==> src/rtl/rwalk_pkg.sv <==
package rwalk_pkg;
  localparam int ENT_W = 64;
  localparam int LVL_W = 5;

  localparam int BIT_VALID = 63;
  localparam int BIT_LEAF  = 62;
  localparam int BIT_REF   = 8;
  localparam int BIT_CHG   = 7;

  localparam logic [ENT_W-1:0] PAGE_NUM_MASK  = 64'h01FF_FFFF_FFFF_F000;
  localparam logic [ENT_W-1:0] NEXT_BASE_MASK = 64'h0FFF_FFFF_FFFF_FF00;

  localparam logic [31:0] CAUSE_BADCFG = 32'h0008_0000;
  localparam logic [31:0] CAUSE_NOENT  = 32'h4000_0000;
  localparam logic [31:0] CAUSE_PROT   = 32'h0800_0000;
  localparam logic [31:0] CAUSE_GUARD  = 32'h1000_0000;

  localparam logic [1:0] ACC_READ  = 2'd0;
  localparam logic [1:0] ACC_WRITE = 2'd1;
  localparam logic [1:0] ACC_EXEC  = 2'd2;

  localparam logic [1:0] ATT_NONIDEM = 2'b10;

  typedef enum logic [2:0] {
    ST_IDLE,
    ST_LOOK,
    ST_WAIT,
    ST_EVAL,
    ST_WB
  } walk_st_e;
endpackage

==> src/rtl/rwalk_index.sv <==
module rwalk_index
  import rwalk_pkg::*;
#(
  parameter int ADDR_W   = 64,
  parameter int MIN_BITS = 5
) (
  input  logic [ADDR_W-1:0]         ea,
  input  logic [ADDR_W-1:0]         base,
  input  logic [LVL_W-1:0]          lvl_bits,
  input  logic [$clog2(ADDR_W)-1:0] rem_bits,
  output logic [ADDR_W-1:0]         ent_addr,
  output logic                      cfg_bad
);
  localparam int SW = $clog2(ADDR_W);

  logic [SW-1:0]     shamt;
  logic [ADDR_W-1:0] idx_mask;
  logic [ADDR_W-1:0] idx;

  always_comb begin
    cfg_bad  = (lvl_bits < LVL_W'(MIN_BITS)) || (SW'(lvl_bits) > rem_bits);
    shamt    = rem_bits - SW'(lvl_bits);
    idx_mask = (ADDR_W'(1) << lvl_bits) - ADDR_W'(1);
    idx      = (ea >> shamt) & idx_mask;
    ent_addr = base + (idx << 3);
  end
endmodule

==> src/rtl/rwalk_perm.sv <==
module rwalk_perm
  import rwalk_pkg::*;
(
  input  logic [ENT_W-1:0] entry,
  input  logic [1:0]       access,
  input  logic             user_mode,
  input  logic [2:0]       key_deny,
  output logic             deny,
  output logic [31:0]      deny_cause,
  output logic [2:0]       rights
);
  logic       priv_pg;
  logic [2:0] base_rights;
  logic [2:0] need;
  logic       guard;

  always_comb begin
    priv_pg     = entry[3];
    base_rights = {entry[2] | entry[1], entry[1], entry[0]};
    if (priv_pg && user_mode)
      rights = 3'b000;
    else if (priv_pg || user_mode)
      rights = base_rights;
    else
      rights = base_rights & ~key_deny;

    unique case (access)
      ACC_WRITE: need = 3'b010;
      ACC_EXEC:  need = 3'b001;
      default:   need = 3'b100;
    endcase

    guard = (access == ACC_EXEC) && (entry[5:4] == ATT_NONIDEM);
    if (guard) begin
      deny       = 1'b1;
      deny_cause = CAUSE_GUARD;
    end else if ((rights & need) == 3'b000) begin
      deny       = 1'b1;
      deny_cause = CAUSE_PROT;
    end else begin
      deny       = 1'b0;
      deny_cause = 32'h0;
    end
  end
endmodule

==> src/rtl/rwalk_rc.sv <==
module rwalk_rc
  import rwalk_pkg::*;
(
  input  logic [ENT_W-1:0] entry,
  input  logic [1:0]       access,
  input  logic [2:0]       rights_in,
  output logic [ENT_W-1:0] entry_out,
  output logic             changed,
  output logic [2:0]       rights_out
);
  always_comb begin
    entry_out          = entry;
    entry_out[BIT_REF] = 1'b1;
    rights_out         = rights_in;
    if (access == ACC_WRITE)
      entry_out[BIT_CHG] = 1'b1;
    else
      rights_out[1] = 1'b0;
    changed = (entry_out != entry);
  end
endmodule

==> src/rtl/rwalk_top.sv <==
module rwalk_top
  import rwalk_pkg::*;
#(
  parameter int ADDR_W     = 64,
  parameter int MAX_LEVELS = 8,
  parameter int MIN_BITS   = 5
) (
  input  logic                      clk,
  input  logic                      rst,
  input  logic                      start,
  input  logic [ADDR_W-1:0]         ea,
  input  logic [ADDR_W-1:0]         root_base,
  input  logic [LVL_W-1:0]          root_bits,
  input  logic [$clog2(ADDR_W)-1:0] addr_bits,
  input  logic [1:0]                access,
  input  logic                      user_mode,
  input  logic [2:0]                key_deny,
  output logic                      rd_req,
  output logic [ADDR_W-1:0]         rd_addr,
  input  logic                      rd_valid,
  input  logic [ENT_W-1:0]          rd_data,
  output logic                      wr_req,
  output logic [ADDR_W-1:0]         wr_addr,
  output logic [ENT_W-1:0]          wr_data,
  input  logic                      wr_ack,
  output logic                      done,
  output logic                      fault,
  output logic [31:0]               cause,
  output logic [ADDR_W-1:0]         real_addr,
  output logic [$clog2(ADDR_W)-1:0] page_exp,
  output logic [2:0]                perm
);
  localparam int SW = $clog2(ADDR_W);
  localparam int DW = $clog2(MAX_LEVELS + 1);

  walk_st_e          st_q;
  logic [ADDR_W-1:0] ea_q;
  logic [ADDR_W-1:0] base_q;
  logic [LVL_W-1:0]  nls_q;
  logic [SW-1:0]     rem_q;
  logic [1:0]        acc_q;
  logic              user_q;
  logic [2:0]        deny_q;
  logic [DW-1:0]     depth_q;
  logic [ENT_W-1:0]  ent_q;

  logic [ADDR_W-1:0] idx_addr;
  logic              idx_bad;
  logic              pm_deny;
  logic [31:0]       pm_cause;
  logic [2:0]        pm_rights;
  logic [ENT_W-1:0]  rc_entry;
  logic              rc_changed;
  logic [2:0]        rc_rights;
  logic [SW-1:0]     rem_left;
  logic [ADDR_W-1:0] pg_mask;
  logic [ADDR_W-1:0] leaf_ra;

  rwalk_index #(.ADDR_W(ADDR_W), .MIN_BITS(MIN_BITS)) u_index (
    .ea       (ea_q),
    .base     (base_q),
    .lvl_bits (nls_q),
    .rem_bits (rem_q),
    .ent_addr (idx_addr),
    .cfg_bad  (idx_bad)
  );

  rwalk_perm u_perm (
    .entry      (ent_q),
    .access     (acc_q),
    .user_mode  (user_q),
    .key_deny   (deny_q),
    .deny       (pm_deny),
    .deny_cause (pm_cause),
    .rights     (pm_rights)
  );

  rwalk_rc u_rc (
    .entry      (ent_q),
    .access     (acc_q),
    .rights_in  (pm_rights),
    .entry_out  (rc_entry),
    .changed    (rc_changed),
    .rights_out (rc_rights)
  );

  always_comb begin
    rem_left = rem_q - SW'(nls_q);
    pg_mask  = (ADDR_W'(1) << rem_left) - ADDR_W'(1);
    leaf_ra  = (ADDR_W'(ent_q & PAGE_NUM_MASK) & ~pg_mask) | (ea_q & pg_mask);
  end

  always_ff @(posedge clk) begin
    if (rst) begin
      st_q      <= ST_IDLE;
      ea_q      <= '0;
      base_q    <= '0;
      nls_q     <= '0;
      rem_q     <= '0;
      acc_q     <= '0;
      user_q    <= 1'b0;
      deny_q    <= '0;
      depth_q   <= '0;
      ent_q     <= '0;
      rd_req    <= 1'b0;
      rd_addr   <= '0;
      wr_req    <= 1'b0;
      wr_addr   <= '0;
      wr_data   <= '0;
      done      <= 1'b0;
      fault     <= 1'b0;
      cause     <= '0;
      real_addr <= '0;
      page_exp  <= '0;
      perm      <= '0;
    end else begin
      rd_req <= 1'b0;
      wr_req <= 1'b0;
      done   <= 1'b0;
      unique case (st_q)
        ST_IDLE: begin
          if (start) begin
            ea_q    <= ea;
            base_q  <= root_base;
            nls_q   <= root_bits;
            rem_q   <= addr_bits;
            acc_q   <= access;
            user_q  <= user_mode;
            deny_q  <= key_deny;
            depth_q <= '0;
            st_q    <= ST_LOOK;
          end
        end
        ST_LOOK: begin
          if (idx_bad || (depth_q == DW'(MAX_LEVELS))) begin
            done      <= 1'b1;
            fault     <= 1'b1;
            cause     <= CAUSE_BADCFG;
            real_addr <= '0;
            page_exp  <= '0;
            perm      <= '0;
            st_q      <= ST_IDLE;
          end else begin
            rd_req  <= 1'b1;
            rd_addr <= idx_addr;
            st_q    <= ST_WAIT;
          end
        end
        ST_WAIT: begin
          if (rd_valid) begin
            ent_q <= rd_data;
            st_q  <= ST_EVAL;
          end
        end
        ST_EVAL: begin
          if (!ent_q[BIT_VALID]) begin
            done      <= 1'b1;
            fault     <= 1'b1;
            cause     <= CAUSE_NOENT;
            real_addr <= '0;
            page_exp  <= '0;
            perm      <= '0;
            st_q      <= ST_IDLE;
          end else if (ent_q[BIT_LEAF]) begin
            if (pm_deny) begin
              done      <= 1'b1;
              fault     <= 1'b1;
              cause     <= pm_cause;
              real_addr <= '0;
              page_exp  <= '0;
              perm      <= '0;
              st_q      <= ST_IDLE;
            end else begin
              fault     <= 1'b0;
              cause     <= '0;
              real_addr <= leaf_ra;
              page_exp  <= rem_left;
              perm      <= rc_rights;
              if (rc_changed) begin
                wr_req  <= 1'b1;
                wr_addr <= rd_addr;
                wr_data <= rc_entry;
                st_q    <= ST_WB;
              end else begin
                done <= 1'b1;
                st_q <= ST_IDLE;
              end
            end
          end else begin
            base_q  <= ADDR_W'(ent_q & NEXT_BASE_MASK);
            nls_q   <= ent_q[LVL_W-1:0];
            rem_q   <= rem_left;
            depth_q <= depth_q + DW'(1);
            st_q    <= ST_LOOK;
          end
        end
        ST_WB: begin
          if (wr_ack) begin
            done <= 1'b1;
            st_q <= ST_IDLE;
          end
        end
        default: st_q <= ST_IDLE;
      endcase
    end
  end
endmodule

==> config.mk <==
export PLATFORM = sky130hd
export DESIGN_NAME = rwalk_top
export DESIGN_NICKNAME = d
export VERILOG_FILES = /design/src/rtl/rwalk_pkg.sv /design/src/rtl/rwalk_index.sv /design/src/rtl/rwalk_perm.sv /design/src/rtl/rwalk_rc.sv /design/src/rtl/rwalk_top.sv
export SDC_FILE = /design/constraint.sdc
export NUM_CORES = 1
export LEC_CHECK = 0
export BUFFER_PORTS_ARGS = -buffer_cell sky130_fd_sc_hd__buf_2
export CORE_ASPECT_RATIO = 1.5
export CORE_MARGIN = 10
export CORE_UTILIZATION = 30
export DETAILED_ROUTE_END_ITERATION = 6
export GPL_TIMING_DRIVEN = 1
export HOLD_SLACK_MARGIN = 0.06
export SETUP_SLACK_MARGIN = 0.1
export SLEW_MARGIN = 20
export SYNTH_ARGS = -nofsm -noshare
export SYNTH_HDL_FRONTEND = slang
export SYNTH_SLANG_ARGS = --single-unit
==> constraint.sdc <==
create_clock -name clk -period 7.4 [get_ports clk]
set_input_delay 0.37 -clock clk [delete_from_list [all_inputs] [get_ports clk]]
set_output_delay 0.37 -clock clk [all_outputs]
set_load 0.03 [all_outputs]
# Word level (Yosys, flattened, before mapping)
# Index checks and enable logic that the tools add are counted.
dict set report word_totals {
  register_bits 516
  wordCells 148
}
dict set report op_classes {
  shift 3
  bitwise_logic 15
  n_mux 68
  n_lt_le_gt_ge 2
  eq_ne 16
  reduce_logical 18
  n_addsub 5
}
# cell count
set op_table {}
lappend op_table {{64-bit 2-to-1 mux} 7}
lappend op_table {{64-bit case mux with 2 select lines} 2}
lappend op_table {{32-bit 2-to-1 mux} 5}
lappend op_table {{64-bit adder} 1}
lappend op_table {{57-bit by 64-bit AND with 64-bit output} 1}
lappend op_table {{64-bit AND} 1}
lappend op_table {{64-bit NOT} 1}
lappend op_table {{64-bit OR} 1}
lappend op_table {{32-bit case mux with 2 select lines} 1}
lappend op_table {{1-bit by 6-bit left shift with 64-bit output, first input constant} 1}
lappend op_table {{64-bit by 6-bit >> shifter with 61-bit output} 1}
lappend op_table {{64-bit by 2-bit subtractor with 64-bit output, second input constant} 1}
lappend op_table {{61-bit AND} 1}
lappend op_table {{1-bit by 5-bit left shift with 61-bit output, first input constant} 1}
lappend op_table {{61-bit by 2-bit subtractor with 61-bit output, second input constant} 1}
lappend op_table {{6-bit 2-to-1 mux} 7}
lappend op_table {{3-bit 2-to-1 mux} 13}
lappend op_table {{28-bit 2-to-1 mux} 1}
lappend op_table {{6-bit case mux with 2 select lines} 2}
lappend op_table {{1-bit 2-to-1 mux} 16}
lappend op_table {{5-bit 2-to-1 mux} 3}
lappend op_table {{3-bit case mux with 5 select lines} 1}
lappend op_table {{4-bit 2-to-1 mux} 3}
lappend op_table {{2-bit != test, second input constant} 6}
lappend op_table {{other kinds (32)} 49}

# Longest topological paths before layout
# Gate-level depths: netlist of the first run.
dict set report logic_depth {
  word_depth 12
  ltp_mapped 28
  ltp_nobuf 25
}

# Hierarchy
# A second synthesis of the first run with hierarchy kept.
dict set report unflattened {
  cells_unflattened 3935
  area_unflattened_um2 29457.0
}
# module n_inst cells_each seq_area_each_um2 area_per_inst_um2
set by_module_without_submodules {}
lappend by_module_without_submodules {rwalk_top 1 2560 10349.9 20250.7}
lappend by_module_without_submodules {rwalk_index 1 1249 0.0 8298.0}
lappend by_module_without_submodules {rwalk_rc 1 71 0.0 528.0}
lappend by_module_without_submodules {rwalk_perm 1 55 0.0 380.4}

# Worst setup path after synthesis of the first run
# Ideal clock, no wire load.
dict set report synth_timing {
  kind {register to register}
  from {register nls_q[1]}
  to {register rd_addr[56]}
  n_path_buf 3
  path_stages_with_launch 22
  setup_slack_ns 2.171
  t_arrival_ns 5.167
  period_less_slack_ns 5.229
  cell_sequence {dfxtp_1 -> inv_1 -> fa_1 -> buf_2 -> buf_2 -> buf_2 -> mux2i_1 -> mux2i_1 -> mux4_2 -> a211oi_1 -> a211o_1 -> inv_1 -> ha_1 -> a211oi_2 -> nor4_2 -> or3_4 -> a211oi_2 -> o31ai_4 -> a41oi_4 -> o31ai_4 -> a311o_1 -> nand3_1}
}
dict set report synth_via {
  elab_chain_len 5
  word_cells_on_any_way 12
  classes_between {3 x add/sub; 2 x order compare; 2 x shift; 2 x bitwise; 3 x reduce/logical}
}
# item line
set synth_lines {}
lappend synth_lines {{start, declared} rwalk_top.sv:39} ;# logic [LVL_W-1:0] nls_q;
lappend synth_lines {{start signal, assigned} rwalk_top.sv:125} ;# nls_q <= root_bits;
lappend synth_lines {{start signal, assigned} rwalk_top.sv:191} ;# nls_q <= ent_q[LVL_W-1:0];
lappend synth_lines {{parallel branches: the longest is 5 deep, another holds 64-bit adder} n/a}
lappend synth_lines {{end signal, assigned} rwalk_top.sv:145} ;# rd_addr <= idx_addr;
lappend synth_lines {{end, declared} rwalk_top.sv:19} ;# output logic [ADDR_W-1:0] rd_addr,
# Parallel ways; which one is timed is not known.
# A chain may end at the register's enable or synchronous reset.

# Worst setup path in the final report of the first run
dict set report layout_timing {
  from {register nls_q[0]}
  to {register rd_addr[51]}
}
# The elaborated chain is that of the path after synthesis.

==> key figures, run 1 <==
Global routing
  – GR Overflow Total: 0
  – Vias in the first global route: 27,910
  – Global-route wire length before repair: 183,300 µm
  – Largest net degree at the start of global routing: 169
  – Antenna violations before repair: 4
  – GRT Total Usage: 23.18%

Routing
  – DRT Wirelength: 125,100 µm
  – Post-DR wirelength/cell: 23.46 µm
  – Routed vias: 28,540
  – First-iteration detailed-routing DRC count: 2,380
  – Drt via density: 5.352
  – DR pass1 iterations: 5
  – ANT nets after route: 0
  – # DRC: 0

Synth
  – EDFF count, synth: 0
  – #FFs+latches synth: 487
  – Synth top cells by count: nand2_1, a21oi_1, dfxtp_1, nor2_1, clkbuf_1
  – Top cell type's share of synthesized area: 36.10%
  – Synth Instances: 3,589
  – Ys Warns: 0
  – Synthesized area: 27,010 µm²
  – Syn avg cell area: 7.526 µm²
  – Unique masters post-synth: 96
  – Asr flop ratio synth: 0%
  – Dominant cells by area after synthesis: dfxtp_1, nand2_1, a21oi_1
  – Seq/Total Area, Yosys: 36.10%
  – Most common flop cell mapped by yosys: dfxtp_1
  – Area leader, netlist: dfxtp_1
  – Most common cell in the netlist: nand2_1

STA
  – Setup violations, final: 0
  – Setup_tns: 0 ns
  – Final hold vios: 0
  – Fmax: 146.7 MHz
  – Final setup margin: 0.5854 ns
  – Fin crit share: 92.09%
  – Normalized max-slew margin: 26.14%
  – Post-Route Skew: 0.02352 ns
  – Final Slew Violations: 0
  – Final worst path period need: 6.815 ns
  – RSZ-0062 raised after global routing: no
  – Worst slew pin tran: 1.104 ns

Clock tree
  – H-tree Lvls: 2
  – CTS Buf Count: 53
  – Reg clk slew, reported paths: 0.07 ns
  – Clk_lat worst skew: 0.64 ns
  – Post-CTS Resized: 0
  – Root buf cell: clkbuf_16
  – CTS tree: built
  – Post-CTS Setup Inserts: 0
  – Clock Path Buffers: 3
  – Clk sink count: 487

Cells and area
  – Multi-input gate area: 16,060 µm²
  – Layout cell share with drive strength beyond 1: 17.90%
  – Non-filler cells, final: 5,332
  – Fillers: 9,391
  – Area delta synth->final: 26.70%
  – Nets: 4,420
  – Design Area, Final: 34,220 µm²
  – Sequential cell area: 9749 µm²

Place
  – PortBufs: 486
  – Placed cell areas: 30,350 µm²
  – Cell count after placement: 5,026
  – Place WS: 0.7488 ns
  – Placer Congestion: 0.9686
  – DP Wirelength: 93,860 µm

Setup path
  – Crit path launch type: flop
  – Max Fanout on Critical Path: 35
  – Slowest cell on crit path: fa_4
  – Req. time, crit path: 7.94 ns
  – Reg2reg path depth: 21
  – Crit Path Class: reg2reg
  – Most used cell, CP: a21oi_1
  – Kind of end point of the critical path: flop
  – CP Cell Sequence: ha_2 > inv_1 > fa_4 > buf_4 > mux4_2 > mux2i_1 > nand2_1 > a21oi_1 > a21oi_1 > o21ai_0 > a21oi_1 > ha_1 > nand2_1 > a211oi_1 > o21ai_1 > o31ai_2 > a21oi_1 > o311ai_1 > o221ai_1 > xor2_1 > o21ai_0
  – Max incr delay on CP: 1.16 ns
  – CP Data Arrival Time: 7.36 ns

Power
  – Peak VDD IR: 0.0001987 V
  – Pwr per Cell Area: 250.3 nW/µm²
  – Leak: 13.95 nW

Die
  – Die Wd: 265.0 µm
  – Row count: 134
  – Initial core utilization: 30.28%
  – Core area: 89,200 µm²
  – Vert. Die Dim: 387.5 µm
  – I/O Pins: 515
  – Die area: 102,700 µm²

Worst hold path
  – Hold depth: 3
  – HP Class: in2reg

Status
  – Status: completed

Job
  – Total of max-cap violations: 0
-- cell usage in the layout (no fill, tap or decap), types with 11 or more instances in the layout --
cell	n
nor3_1	54
o21ai_0	133
a21oi_1	496
nor4_1	11
mux2_2	19
a21o_1	29
xor2_1	25
o211ai_1	24
dlygate4sd3_1	206
or3_1	12
mux2i_1	120
o21ai_1	17
nor2_1	237
a211oi_1	38
buf_2	485
buf_4	51
dfxtp_1	487
conb_1	43
inv_1	30
o21a_1	15
nand3_1	67
a311oi_1	65
nor2b_1	16
ha_1	72
nand4_1	36
mux4_2	32
a31oi_1	23
clkbuf_16	54
xnor2_1	29
and3_1	12
nand2_1	977
a22oi_1	20
-- sequential cells by signal, indices dropped and copies added (netlist names) --
register and flops:
rd_addr 64, st_q 3, rem_q 6, perm 3, wr_req 1, ea_q 64, cause 4, rd_req 1
depth_q 4, deny_q 3, acc_q 2, ent_q 64, user_q 1, real_addr 64, base_q 64, wr_addr 64
page_exp 6, nls_q 5, done 1, wr_data 62, fault 1
-- cell families (layout without fill, tap and decap cells) --
kind of cell               Yosys count  count (layout)  share of synthesized area (%)
AOI/OAI and AO/OA                  979             979                          22.44
xor gates and xnor gates            58              58                          1.909
adders and majority gates           75              75                          3.530
buffers and inverters              339             881                          5.480
DFF                                487             487                          36.10
muxes                              171             171                          7.908
other                                1              46                        0.01388
and+or+nand+nor                   1479            1479                          22.62
-- path summary, 6_finish.rpt --
check / from / endpoint / slack [ns]
worst min register to register: real_addr[2] / real_addr[2] / 0.45
worst max register to register: nls_q[0] / rd_addr[51] / 0.59
worst min-delay path: addr_bits[2] / rem_q[2] / 0.09
worst max-delay path: nls_q[0] / rd_addr[51] / 0.59
-- routing by layer --
metal  GRT usage [%]  vias up  part of all wire, %
li1                -    13580                    -
met1           27.53    13560                   41
met2           39.61     1120                   48
met3           4.321      266                  6.4
met4           11.19        6                  5.1
met5               0        -                0.035
-- final cells by class --
cell class              count  share of cell area [%]
multi-input cells        2805                   46.94
flip-flops and latches    487                   28.49
repair buffers            750                   14.69
clock buffers              73                   4.450
well taps                1156                   4.227
clock inverters            24                  0.8080
inverters                  34                  0.3729
diodes                      3                 0.02194
-- worst max-delay path, delay by kind of cell, from the launching register on --
kind	cells	cell delay, ns
buffers and inverters	2	0.43
AOI/OAI and AO/OA	11	2.89
and+or+nand+nor	2	0.21
xor gates and xnor gates	1	0.17
muxes	2	0.87
DFF	1	0.35
adders and majority gates	3	1.76
-- repair_timing --
action                                  4_1_cts  5_1_grt
endpoints found under the setup margin        0        0
hold endpoints to repair                    206        0
hold buffers                                206        0
-- metrics by stage --
stage | hold WS, ns | util (%) | total power, mW
floorplan | 0.4316 | - | 4.735
CTS | 0.06041 | 38.36 | 8.570
global route | 0.09659 | 38.36 | 8.916
detailed placement | 0.4398 | 34.03 | 5.668
global placement | 0.4314 | 34.03 | 5.683
finish | 0.09176 | 38.37 | 8.566
-- report_power, final --
part           total, mW  leakage [nW]  switching [mW]  internal (mW)
sequential          2.83          3.95           0.128           2.71
clock               2.79         0.882            1.20           1.59
combinational       2.95          9.11            1.95           1.00
total               8.57          13.9            3.27           5.29
No activity file was read; power rests on OpenSTA's default activity.
==> inputs of run 2 (changes only) <==
--- a/config.mk
+++ b/config.mk
@@ -5,6 +5,7 @@
 export SDC_FILE = /design/constraint.sdc
 export NUM_CORES = 1
 export LEC_CHECK = 0
+export ABC_AREA = 1
 export BUFFER_PORTS_ARGS = -buffer_cell sky130_fd_sc_hd__buf_2
 export CORE_ASPECT_RATIO = 1.5
 export CORE_MARGIN = 10
==> key figures, run 2 <==
Status
  – Status: completed

Setup path
  – Kind of end point of the critical path: flop
  – Most used cell, CP: nand2_1
  – CP Data Arrival Time: 6.75 ns (-0.61 ns)
  – Max Fanout on Critical Path: 30 (-14%)
  – Crit Path Class: reg2reg
  – Max incr delay on CP: 0.83 ns (-0.33 ns)
  – Slowest cell on crit path: a2111oi_0
  – Crit path launch type: flop
  – Req. time, crit path: 7.95 ns (about the same)
  – Reg2Reg Setup Slack: 1.19 ns (+0.61 ns)

Power
  – Total power: 11.56 mW (+35%)
  – Leak: 16.46 nW (+18%)
  – Peak VDD IR: 0.0002260 V (+14%)
  – Pwr per Cell Area: 317.9 nW/µm² (+27%)

STA
  – WHS: 0.06597 ns (-0.02580 ns)
  – Worst slew pin tran: 1.020 ns (-0.08419 ns)
  – Final setup margin: 1.194 ns (+0.6088 ns)
  – Final hold vios: 0 (unchanged)
  – Fmax: 161.1 MHz (+9.8%)
  – Fin crit share: 83.86% (-8.2 points)
  – Setup_tns: 0 ns (unchanged)
  – Final worst path period need: 6.206 ns (-0.6088 ns)
  – RSZ-0062 raised after global routing: no
  – Setup violations, final: 0 (unchanged)
  – Normalized max-slew margin: 31.93% (+5.8 points)
  – Final Slew Violations: 0 (unchanged)
  – Post-Route Skew: 0.06143 ns (+0.03791 ns)

Synth
  – EDFF count, synth: 0 (unchanged)
  – Most common flop cell mapped by yosys: dfxtp_1
  – Most common cell in the netlist: nand2_1
  – Synth top cells by count: nand2_1, dfxtp_1, a21oi_1, o21ai_0, nor2_1
  – Seq/Total Area, Yosys: 33.22% (-2.9 points)
  – Asr flop ratio synth: 0% (unchanged)
  – Unique masters post-synth: 61 (-36%)
  – #FFs+latches synth: 487 (unchanged)
  – Dominant cells by area after synthesis: dfxtp_1, nand2_1, a21oi_1
  – Area leader, netlist: dfxtp_1
  – Synthesized area: 29,350 µm² (+8.7%)
  – Ys Warns: 0 (unchanged)
  – Synth Instances: 4,477 (+25%)
  – Syn avg cell area: 6.555 µm² (-13%)
  – Top cell type's share of synthesized area: 33.22% (-2.9 points)

Die
  – Initial core utilization: 30.24% (-0.040 points)
  – Die area: 111,000 µm² (+8.1%)
  – I/O Pins: 515 (unchanged)
  – Vert. Die Dim: 403.1 µm (+4.0%)
  – Row count: 140 (+4.5%)
  – Die Wd: 275.4 µm (+3.9%)
  – Core area: 97,040 µm² (+8.8%)

Global routing
  – Vias in the first global route: 32,600 (+17%)
  – Antenna violations before repair: 5 (+1)
  – Global-route wire length before repair: 225,900 µm (+23%)
  – Largest net degree at the start of global routing: 129 (-24%)
  – GRT Total Usage: 27.68% (+4.5 points)
  – GR Overflow Total: 0 (unchanged)

Worst hold path
  – HP Class: in2reg

Place
  – PortBufs: 486 (unchanged)
  – DP Wirelength: 129,300 µm (+38%)
  – Placed cell areas: 32,770 µm² (+8.0%)
  – Placer Congestion: 1.002 (+3.4%)
  – Place WS: 1.298 ns (+0.5496 ns)

Clock tree
  – H-tree Lvls: 2 (unchanged)
  – Root buf cell: clkbuf_16
  – # hold bufs at CTS: 159 (-23%)
  – Clk_lat worst skew: 0.66 ns (+0.02 ns)
  – Post-CTS Setup Inserts: 0 (unchanged)
  – Clk sink count: 487 (unchanged)
  – Post-CTS Resized: 0 (unchanged)
  – Clock Path Buffers: 3 (unchanged)
  – Reg clk slew, reported paths: 0.07 ns (about the same)
  – CTS tree: built
  – CTS Buf Count: 54 (+1.9%)

Cells and area
  – Commonest non-fill, non-tap cell in the layout: nand2_1
  – Layout cell share with drive strength beyond 1: 14.59% (-3.3 points)
  – Commonest non-fill, non-tap cells in the layout: nand2_1, dfxtp_1, buf_2, a21oi_1, o21ai_0
  – Nets: 5,268 (+19%)
  – Area delta synth->final: 23.97%
  – Fillers: 10,600 (+13%)
  – Design Area, Final: 36,380 µm² (+6.3%)

Routing
  – Post-DR wirelength/cell: 25.52 µm (+8.8%)
  – DR pass1 iterations: 7 (+2)
  – Routed vias: 33,000 (+16%)
  – First-iteration detailed-routing DRC count: 2,616 (+9.9%)
  – ANT nets after route: 0 (unchanged)
  – Drt via density: 5.233 (-2.2%)
  – # DRC: 0 (unchanged)
  – DRT Wirelength: 160,900 µm (+29%)

Job
  – Total of max-cap violations: 0 (unchanged)
==> run 2: cell count changes in the layout (fill, tap and decap cells not counted), moves of 47 or more <==
cell,delta
dlygate4sd3_1,-47
inv_1,+337
o21ai_0,+320
nand2_1,+97
a311oi_1,-62
nor2_1,+147
a31oi_1,+50
nand3_1,+228
==> run 2: cell type report <==
class,count,area [µm²],area share (%)
Tap cell,1278,1599,4.395
Inverter,384,1446,3.976
Antenna cell,3,7.507,0.02063
Timing Repair Buffer,700,4524,12.44
Clock inverter,29,490.5,1.348
Clock buffer,72,1521,4.182
Multi-Input combinational cell,3352,17040,46.85
Sequential cell,487,9749,26.80
==> run 2: path summary, 6_finish.rpt <==
kind	start	to	cells past startpoint
worst max-delay path	nls_q[2]	rd_addr[54]	25
worst min-delay path	ea[7]	ea_q[7]	3
worst max register to register	nls_q[2]	rd_addr[54]	25
worst min register to register	real_addr[63]	real_addr[63]	2
==> run 2: worst max-delay path: cells and delay by family (launching register included) <==
| kind | cells | cell delay, ns |
|---|---|---|
| compound gates | 6 | 2.09 |
| simple gates | 13 | 1.71 |
| fa+ha+maj | 2 | 0.98 |
| buf+inv | 4 | 0.73 |
| flops | 1 | 0.56 |
==> run 2: cell families after synthesis <==
logic type / count (synthesis) / share of synthesized area, %
other cells: 1 / 0.01278
buf+inv: 680 / 9.537
compound gates: 1152 / 21.24
xor+xnor: 72 / 2.200
fa+ha+maj: 75 / 3.249
simple gates: 1924 / 27.60
flops: 487 / 33.22
mux: 86 / 2.933
==> run 2: power breakdown <==
| group | switching (mW) | leakage, nW | internal, mW |
|---|---|---|---|
| Sequential | 0.184 | 3.96 | 2.78 |
| Clock | 1.28 | 0.972 | 1.82 |
| Combinational | 3.95 | 11.5 | 1.55 |
| Total | 5.42 | 16.5 | 6.15 |
==> run 2: metrics by stage <==
stage,util [%],instances
floorplan,-,4519
global placement,33.77,6042
detailed placement,33.77,6042
CTS,37.48,6302
global route,37.49,6303
finish,37.49,6305
==> run 2: per-layer routing <==
metal,share of wire (%),vias up,global-route usage [%]
met5,0,-,0
met4,8.5,0,20.21
met3,5.2,338,3.712
met2,47,1208,47.06
met1,39,15620,31.29
li1,-,15840,-
